<file path="config.mk">
export PLATFORM = sky130hd
export DESIGN_NAME = llsc_monitor
export DESIGN_NICKNAME = d
export VERILOG_FILES = /design/src/rtl/llsc_pkg.sv /design/src/rtl/llsc_rsv_reg.sv /design/src/rtl/llsc_sc_eval.sv /design/src/rtl/llsc_backoff.sv /design/src/rtl/llsc_monitor.sv
export SDC_FILE = /design/constraint.sdc
export NUM_CORES = 1
export LEC_CHECK = 0
export BUFFER_PORTS_ARGS = -buffer_cell sky130_fd_sc_hd__buf_2
export CAP_MARGIN = 0
export CELL_PAD_IN_SITES_DETAIL_PLACEMENT = 1
export CELL_PAD_IN_SITES_GLOBAL_PLACEMENT = 2
export CORE_ASPECT_RATIO = 1.5
export CORE_MARGIN = 3
export CORE_UTILIZATION = 25
export DETAILED_ROUTE_END_ITERATION = 7
export PLACE_DENSITY = 0.82
export SYNTH_ARGS = -nofsm -noshare
export SYNTH_HDL_FRONTEND = slang
export SYNTH_HIERARCHICAL = 1
export SYNTH_SLANG_ARGS = --single-unit
</file>
<file path="constraint.sdc">
create_clock -name clk -period 3.1 [get_ports clk]
set_input_delay 0.155 -clock clk [delete_from_list [all_inputs] [get_ports clk]]
set_output_delay 0.155 -clock clk [all_outputs]
set_load 0.1 [all_outputs]
</file>
<file path="src/rtl/llsc_pkg.sv">
package llsc_pkg;

    typedef enum logic [1:0] {
        RSV_HOLD  = 2'd0,
        RSV_SET   = 2'd1,
        RSV_CLEAR = 2'd2
    } rsv_op_t;

    typedef struct packed {
        logic valid;
        logic ok;
        logic bus;
    } sc_verdict_t;

endpackage

</file>
<file path="src/rtl/llsc_rsv_reg.sv">
module llsc_rsv_reg
    import llsc_pkg::*;
#(
    parameter int ADDR_W = 32
) (
    input  logic              clk,
    input  logic              rst,
    input  rsv_op_t           op,
    input  logic [ADDR_W-1:0] set_blk,
    output logic              flag,
    output logic [ADDR_W-1:0] lock_blk
);

    always_ff @(posedge clk) begin
        if (rst) begin
            flag     <= 1'b0;
            lock_blk <= '0;
        end else begin
            case (op)
                RSV_SET: begin
                    flag     <= 1'b1;
                    lock_blk <= set_blk;
                end
                RSV_CLEAR: flag <= 1'b0;
                default: ;
            endcase
        end
    end

endmodule

</file>
<file path="src/rtl/llsc_sc_eval.sv">
module llsc_sc_eval
    import llsc_pkg::*;
#(
    parameter int ADDR_W = 32,
    parameter int OFF_W  = 6
) (
    input  logic              flag,
    input  logic [ADDR_W-1:0] lock_blk,
    input  logic              ll_valid,
    input  logic [ADDR_W-1:0] ll_addr,
    input  logic              sc_valid,
    input  logic [ADDR_W-1:0] sc_addr,
    input  logic              sc_line_owned,
    input  logic              inv_valid,
    input  logic [ADDR_W-1:0] inv_addr,
    input  logic              repl_valid,
    input  logic [ADDR_W-1:0] repl_addr,
    input  logic              ctx_switch,
    output rsv_op_t           op,
    output logic [ADDR_W-1:0] set_blk,
    output sc_verdict_t       verdict
);

    localparam logic [ADDR_W-1:0] BLK_MASK = ~((ADDR_W'(1) << OFF_W) - ADDR_W'(1));

    logic inv_hit, repl_hit, kill, sc_hit;

    always_comb begin
        inv_hit  = inv_valid  && ((inv_addr  & BLK_MASK) == lock_blk);
        repl_hit = repl_valid && ((repl_addr & BLK_MASK) == lock_blk);
        kill     = inv_hit || repl_hit || ctx_switch;
        sc_hit   = (sc_addr & BLK_MASK) == lock_blk;

        verdict.valid = sc_valid;
        verdict.ok    = sc_valid && flag && sc_hit && !kill;
        verdict.bus   = verdict.ok && !sc_line_owned;

        set_blk = ll_addr & BLK_MASK;
        if (ll_valid)              op = RSV_SET;
        else if (sc_valid || kill) op = RSV_CLEAR;
        else                       op = RSV_HOLD;
    end

endmodule

</file>
<file path="src/rtl/llsc_backoff.sv">
module llsc_backoff #(
    parameter int MAX_EXP = 4
) (
    input  logic clk,
    input  logic rst,
    input  logic fail_pulse,
    input  logic succ_pulse,
    output logic busy
);

    localparam int EXP_W = $clog2(MAX_EXP + 1);
    localparam int CNT_W = MAX_EXP + 1;

    logic [EXP_W-1:0] exp_q, exp_inc;
    logic [CNT_W-1:0] cnt_q;

    always_comb begin
        exp_inc = (exp_q == EXP_W'(MAX_EXP)) ? exp_q : exp_q + EXP_W'(1);
    end

    always_ff @(posedge clk) begin
        if (rst) begin
            exp_q <= '0;
            cnt_q <= '0;
        end else if (fail_pulse) begin
            exp_q <= exp_inc;
            cnt_q <= CNT_W'(1) << exp_inc;
        end else begin
            if (succ_pulse)  exp_q <= '0;
            if (cnt_q != '0) cnt_q <= cnt_q - CNT_W'(1);
        end
    end

    assign busy = (cnt_q != '0);

endmodule

</file>
<file path="src/rtl/llsc_monitor.sv">
module llsc_monitor
    import llsc_pkg::*;
#(
    parameter int ADDR_W      = 32,
    parameter int BLOCK_BYTES = 64,
    parameter int MAX_EXP     = 4
) (
    input  logic              clk,
    input  logic              rst,
    input  logic              ll_valid,
    input  logic [ADDR_W-1:0] ll_addr,
    input  logic              sc_valid,
    input  logic [ADDR_W-1:0] sc_addr,
    input  logic              sc_line_owned,
    input  logic              snoop_inv_valid,
    input  logic [ADDR_W-1:0] snoop_inv_addr,
    input  logic              repl_valid,
    input  logic [ADDR_W-1:0] repl_addr,
    input  logic              ctx_switch,
    output logic              rsv_valid,
    output logic              resp_valid,
    output logic              resp_ok,
    output logic              bus_inv_req,
    output logic              backoff_busy
);

    localparam int OFF_W = $clog2(BLOCK_BYTES);

    rsv_op_t           op;
    logic [ADDR_W-1:0] set_blk, lock_blk;
    logic              flag;
    sc_verdict_t       verdict, resp_q;

    llsc_rsv_reg #(.ADDR_W(ADDR_W)) u_rsv (
        .clk(clk), .rst(rst), .op(op), .set_blk(set_blk),
        .flag(flag), .lock_blk(lock_blk)
    );

    llsc_sc_eval #(.ADDR_W(ADDR_W), .OFF_W(OFF_W)) u_eval (
        .flag(flag), .lock_blk(lock_blk),
        .ll_valid(ll_valid), .ll_addr(ll_addr),
        .sc_valid(sc_valid), .sc_addr(sc_addr), .sc_line_owned(sc_line_owned),
        .inv_valid(snoop_inv_valid), .inv_addr(snoop_inv_addr),
        .repl_valid(repl_valid), .repl_addr(repl_addr),
        .ctx_switch(ctx_switch),
        .op(op), .set_blk(set_blk), .verdict(verdict)
    );

    llsc_backoff #(.MAX_EXP(MAX_EXP)) u_backoff (
        .clk(clk), .rst(rst),
        .fail_pulse(verdict.valid && !verdict.ok),
        .succ_pulse(verdict.ok),
        .busy(backoff_busy)
    );

    always_ff @(posedge clk) begin
        if (rst) resp_q <= '0;
        else     resp_q <= verdict;
    end

    assign rsv_valid   = flag;
    assign resp_valid  = resp_q.valid;
    assign resp_ok     = resp_q.ok;
    assign bus_inv_req = resp_q.bus;

endmodule

</file>
# Word-level counts from Yosys, hierarchy flattened
# Index checks and enable logic that the tools add are counted.
[word_totals]
ff_bits = 38
latch_bits = 0
ram_bits = 0
mem_bits_ro = 0
input_bits = 136
out_inout_bits = 5
elab_cells = 41
n_memories = 0
[op_classes]
addsub = 2
multipliers = 0
n_div = 0
n_lt_le_gt_ge = 0
eq_ne = 6
shift = 1
muxes = 8
n_bitwise = 0
n_reduce_logical = 17
[op_table]
columns = ["cell", "n"]
rows = [
  ["26-bit == test", 3],
  ["5-bit 2-to-1 mux", 2],
  ["3-bit 2-to-1 mux", 3],
  ["1-bit logical AND", 7],
  ["2-bit nonzero test", 3],
  ["5-bit nonzero test", 1],
  ["1-bit by 3-bit << shifter with 5-bit output (first input constant)", 1],
  ["5-bit by 1-bit subtractor with 5-bit output (second input constant)", 1],
  ["2-bit 2-to-1 mux", 2],
  ["3-bit by 1-bit adder with 3-bit output (second input constant)", 1],
  ["3-bit == test (second input constant)", 1],
  ["1-bit zero test", 3],
  ["1-bit logical OR", 3],
  ["2-bit by 1-bit == test with 1-bit output (second input constant)", 1],
  ["2-bit == test (second input constant)", 1],
  ["1-bit one-hot mux with 2 select lines", 1],
]

# Logic depth before layout (Yosys ltp)
[depth]
word_depth = 9
mapped_depth = 11
ltp_nobuf = 9

# Cells and area by module
# Netlist, hierarchy kept.
[modules_own_cells]
columns = ["module", "instances", "cells_per_inst", "area_per_inst_um2", "seq_area_each_um2"]
rows = [
  ["llsc_rsv_reg", 1, 112, 1236.2, 660.6],
  ["llsc_sc_eval", 1, 148, 1172.4, 0.0],
  ["llsc_backoff", 1, 64, 521.8, 160.2],
  ["llsc_monitor", 1, 7, 87.6, 60.1],
]

# Worst setup path after synthesis
# No wires, ideal clock.
[synth_path]
kind = "register -> register"
from = "register u_rsv.flag"
to = "register u_backoff.exp_q[1]"
setup_time_ns = 0.065
arrival_ns = 2.854
t_required_ns = 3.035
path_slack_ns = 0.181
stages_incl_launch_ff = 11
path_buffers = 2
period_less_slack_ns = 2.919
cell_sequence = "dfxtp_1 nand3_1 or4_1 nor4_2 and3_2 and2b_2 clkbuf_1 clkbuf_1 nor3b_1 a21oi_1 nor2_1"
[synth_lines]
columns = ["item", "line", "text"]
rows = [
  ["start, declared", "llsc_rsv_reg.sv:10", "output logic flag,"],
  ["start signal, assigned", "llsc_rsv_reg.sv:16", "flag <= 1'b0;"],
  ["start signal, assigned", "llsc_rsv_reg.sv:21", "flag <= 1'b1;"],
  ["start signal, assigned", "llsc_rsv_reg.sv:24", "RSV_CLEAR: flag <= 1'b0;"],
  ["end signal, assigned", "llsc_backoff.sv:26", "exp_q <= exp_inc;"],
  ["end, declared", "llsc_backoff.sv:14", "logic [EXP_W-1:0] exp_q, exp_inc;"],
]

==> run_results.csv <==
group,metric,value,unit
timing,final-setup-viol-count,0,
logic_synthesis,netlist.top_cell.by_area,"dfxtp_1",
placement,finalWeightedCongestion,0.820,
logic_synthesis,synth_top_family_by_area,"XOR/XNOR gates",
logic_synthesis,ys_dominant_reg_cell,"dfxtp_1",
logic_synthesis,synth_area,3020,um^2
placement,numPlacedInstances,557,
timing,timing.clock.skew,0.00765,ns
detailed_routing,violation_count_after_the_first_detailed_route_iteration,53,
timing,slew-limit-headroom,0.418,
grt,grt_max_degree,46,
setup_path,cp_cell_sequence,"xnor2_1 -> nand4_1 -> nor4_1 -> a41oi_2 -> and3_2 -> and2b_4 -> nor3b_1 -> o21ai_0 -> a211oi_1",
clock_tree,ctsHtreeMaxLevel,2,
setup_path,critical_path.max_fanout,18,
grt,track_usage,0.143,
clock_tree,tritoncts,"done",
setup_path,startpoint,"u_rsv/lock_blk[13]",
clock_tree,cts_setup_buffers,0,
placement,dp_hpwl,7710,um
logic_synthesis,synth_seq_cells,44,
worst_hold_path,hold_path_class,"in -> reg",
die,rows,48,
logic_synthesis,postSynthCellCount,331,
placement,placement_stage_worst_setup_slack,0.158,ns
die,die_w,95.7,um
setup_path,endpoint,"u_backoff/cnt_q[1]",
power_and_ir_drop,power.leakage,1.64,nW
timing,setup-tns-final,0,ns
logic_synthesis,synth.area.mux_share,0.106,
layout,final_cells,565,
setup_path,rr_worst_depth,9,
timing,clock.fmax,0.347,GHz
logic_synthesis,post_synth_cell_types,39,
timing,setup_slack,0.222,ns
setup_path,crit_required,3.30,ns
setup_path,cp_slowest_stage_delay,0.49,ns
detailed_routing,vias,2470,
grt,number_of_global_route_vias_before_repair,2760,
logic_synthesis,yosysTopAreaCellShare,0.292,
timing,grt_setup_unrepaired,"no",
power_and_ir_drop,powerDensity,457,nW/um^2
clock_tree,numClockSinks,44,
timing,timing.final.crit_share,0.929,
die,chipHeight,141,um
logic_synthesis,post-synth-top-count-cell,"dfxtp_1",
layout,antennaDiodeCount,0,
setup_path,worst-endpoint-arrival,3.08,ns
layout,final_area,3660,um^2
logic_synthesis,async_reset_ff_frac,0,
setup_path,reg_to_reg_slack_setup,0.22,ns
timing,timing.final.crit_period,2.88,ns
logic_synthesis,synthXorXnorAreaFrac,0.232,
setup_path,start_kind,"register",
setup_path,critical-path-slowest-cell,"dfxtp_1",
logic_synthesis,synth-simple-area-share,0.169,
setup_path,setup.worst_path.class,"reg -> reg",
detailed_routing,ant_nets,0,
power_and_ir_drop,worst_case_vdd_ir_drop,0.210,mV
logic_synthesis,synth-seq-area-share,0.292,
detailed_routing,routedWlPerCell,16.4,um
run,drv.max_cap_violation_count,0,
logic_synthesis,avgSynthCellArea,9.12,um^2
die,start_util,0.259,
die,total_die_area,13500,um^2
die,area_of_the_core,11700,um^2
logic_synthesis,synth-adder-area-share,0.0290,
timing,hold_viol,0,
layout,syn2layout_area_growth,21.2,%
run_status,outcome,"completed",
placement,port-buffer-count,116,
layout,finalCoreUtilization,0.314,
timing,finalMaxSlewViolations,0,
clock_tree,cts_buffers,5,
logic_synthesis,synth.top_cells.by_count,"dfxtp_1, xnor2_1, xor2_1",
setup_path,reg2reg_from,"u_rsv/lock_blk[13]",
setup_path,timing.critical_path.to_type,"register",
grt,antenna_found_initial,0,
detailed_routing,drt-pass1-iter-count,4,
layout,fill_cells,1447,
logic_synthesis,synth_compound_area_frac,0.0415,
clock_tree,clk_path_buf_depth,2,
clock_tree,cts_clock_pin_slew_for_the_worst_setup_and_hold_paths,0.07,ns
detailed_routing,detail_route.wirelength,9240,um
clock_tree,ctsRootBufferMaster,"clkbuf_16",
logic_synthesis,number_of_flops_mapped_to_enable_cells_by_yosys,0,
layout,fin_nets,557,
grt,globalRouteOverflowTotal,0,
detailed_routing,post-route-drc-count,0,
setup_path,crit-reg2reg-capture,"u_backoff/cnt_q[1]",
detailed_routing,drt-vias-per-instance,4.37,
layout,drive_above_1_share,0.320,
clock_tree,cts-hold-fix-buffers,0,
timing,tightestPinTransition,0.873,ns
logic_synthesis,synthesis.yosys.warnings,6,
placement,placed_area,3460,um^2
die,pin_count,141,
clock_tree,clock_insertion_delay_worst_skew,0.29,ns
logic_synthesis,synth_area_leaders,"dfxtp_1, xnor2_1, xor2_1",
grt,grt_pass1_wl,14400,um
## cells in the final DEF, fill, tap and decap left out, drive strengths merged
cell / count
nand2: 5
and4b: 2
nand4: 12
o211ai: 1
and2b: 1
bufinv: 1
nor2b: 5
clkinv: 1
a41oi: 1
mux2i: 32
nand3b: 1
or4: 1
or4b: 1
o21ai: 3
a21oi: 5
conb: 6
o32ai: 1
dfxtp: 44
a31oi: 2
and3: 1
and3b: 2
clkbuf: 6
nor2: 38
nand3: 3
nor3b: 3
inv: 8
a211oi: 2
a211o: 2
nor4: 14
or2: 1
xnor2: 40
a21o: 2
xor2: 40
ha: 7
nor3: 4
buf: 117
## worst min-delay path by stage
stage           startpoint            endpoint  depth (start not counted)
3_5_place_dp   ll_addr[10]  u_rsv/lock_blk[10]                          3
2_1_floorplan          rst         bus_inv_req                          1
3_3_place_gp   ll_addr[29]  u_rsv/lock_blk[29]                          3
5_1_grt        ll_addr[23]  u_rsv/lock_blk[23]                          3
6_report       ll_addr[10]  u_rsv/lock_blk[10]                          3
4_1_cts        ll_addr[14]  u_rsv/lock_blk[14]                          3
## logic make-up after synthesis
| logic type | after synthesis |
|---|---|
| buffers and inverters | 54 |
| xor gates and xnor gates | 80 |
| muxes | 32 |
| and+or+nand+nor | 94 |
| AOI/OAI and AO/OA | 19 |
| adders and majority gates | 7 |
| other | 1 |
| DFF | 44 |
## repair_timing
item,in CTS,in global routing
gates resized for setup,0,4
setup endpoints to repair,0,27
hold endpoints to repair,0,0
## stage by stage
step                      hold slack (ns)  total power [W]
after global placement              0.391          0.00103
after detailed placement            0.399          0.00104
after global routing                0.117          0.00176
after floorplan                     0.227         0.000935
final                              0.0967          0.00167
after CTS                          0.0932          0.00170
## layer usage
layer	track usage	share of wire
met1	0.158	0.39
met2	0.255	0.51
met3	0.0425	0.077
met4	0.0442	0.022
met5	0	0
## area by class of cell
class	instances	area, um^2	share of cell area
Multi-Input combinational cell	238	1790	0.490
Tap cell	150	188	0.0513
Inverter	8	30.0	0.00821
Clock buffer	6	139	0.0380
Timing Repair Buffer	117	588	0.161
Sequential cell	44	881	0.241
Clock inverter	2	38.8	0.0106
## worst max-delay path, delay by kind of cell, from the launching register on
family,cells,cell delay [ns]
flops,1,0.49
compound gates,3,0.60
xor+xnor,1,0.16
simple gates,5,1.55
## flip-flops by register name (all words and copies together) (netlist names)
signal           cells
u_rsv/flag           1
bus_inv_req          1
u_backoff/exp_q      3
resp_valid           1
u_backoff/cnt_q      5
resp_ok              1
u_rsv/lock_blk      32
## power breakdown
part           internal [W]  switching [W]
sequential         0.000600      0.0000513
clock              0.000404       0.000243
combinational      0.000176       0.000197
total               0.00118       0.000492
Power figures use the tool's default switching activity.
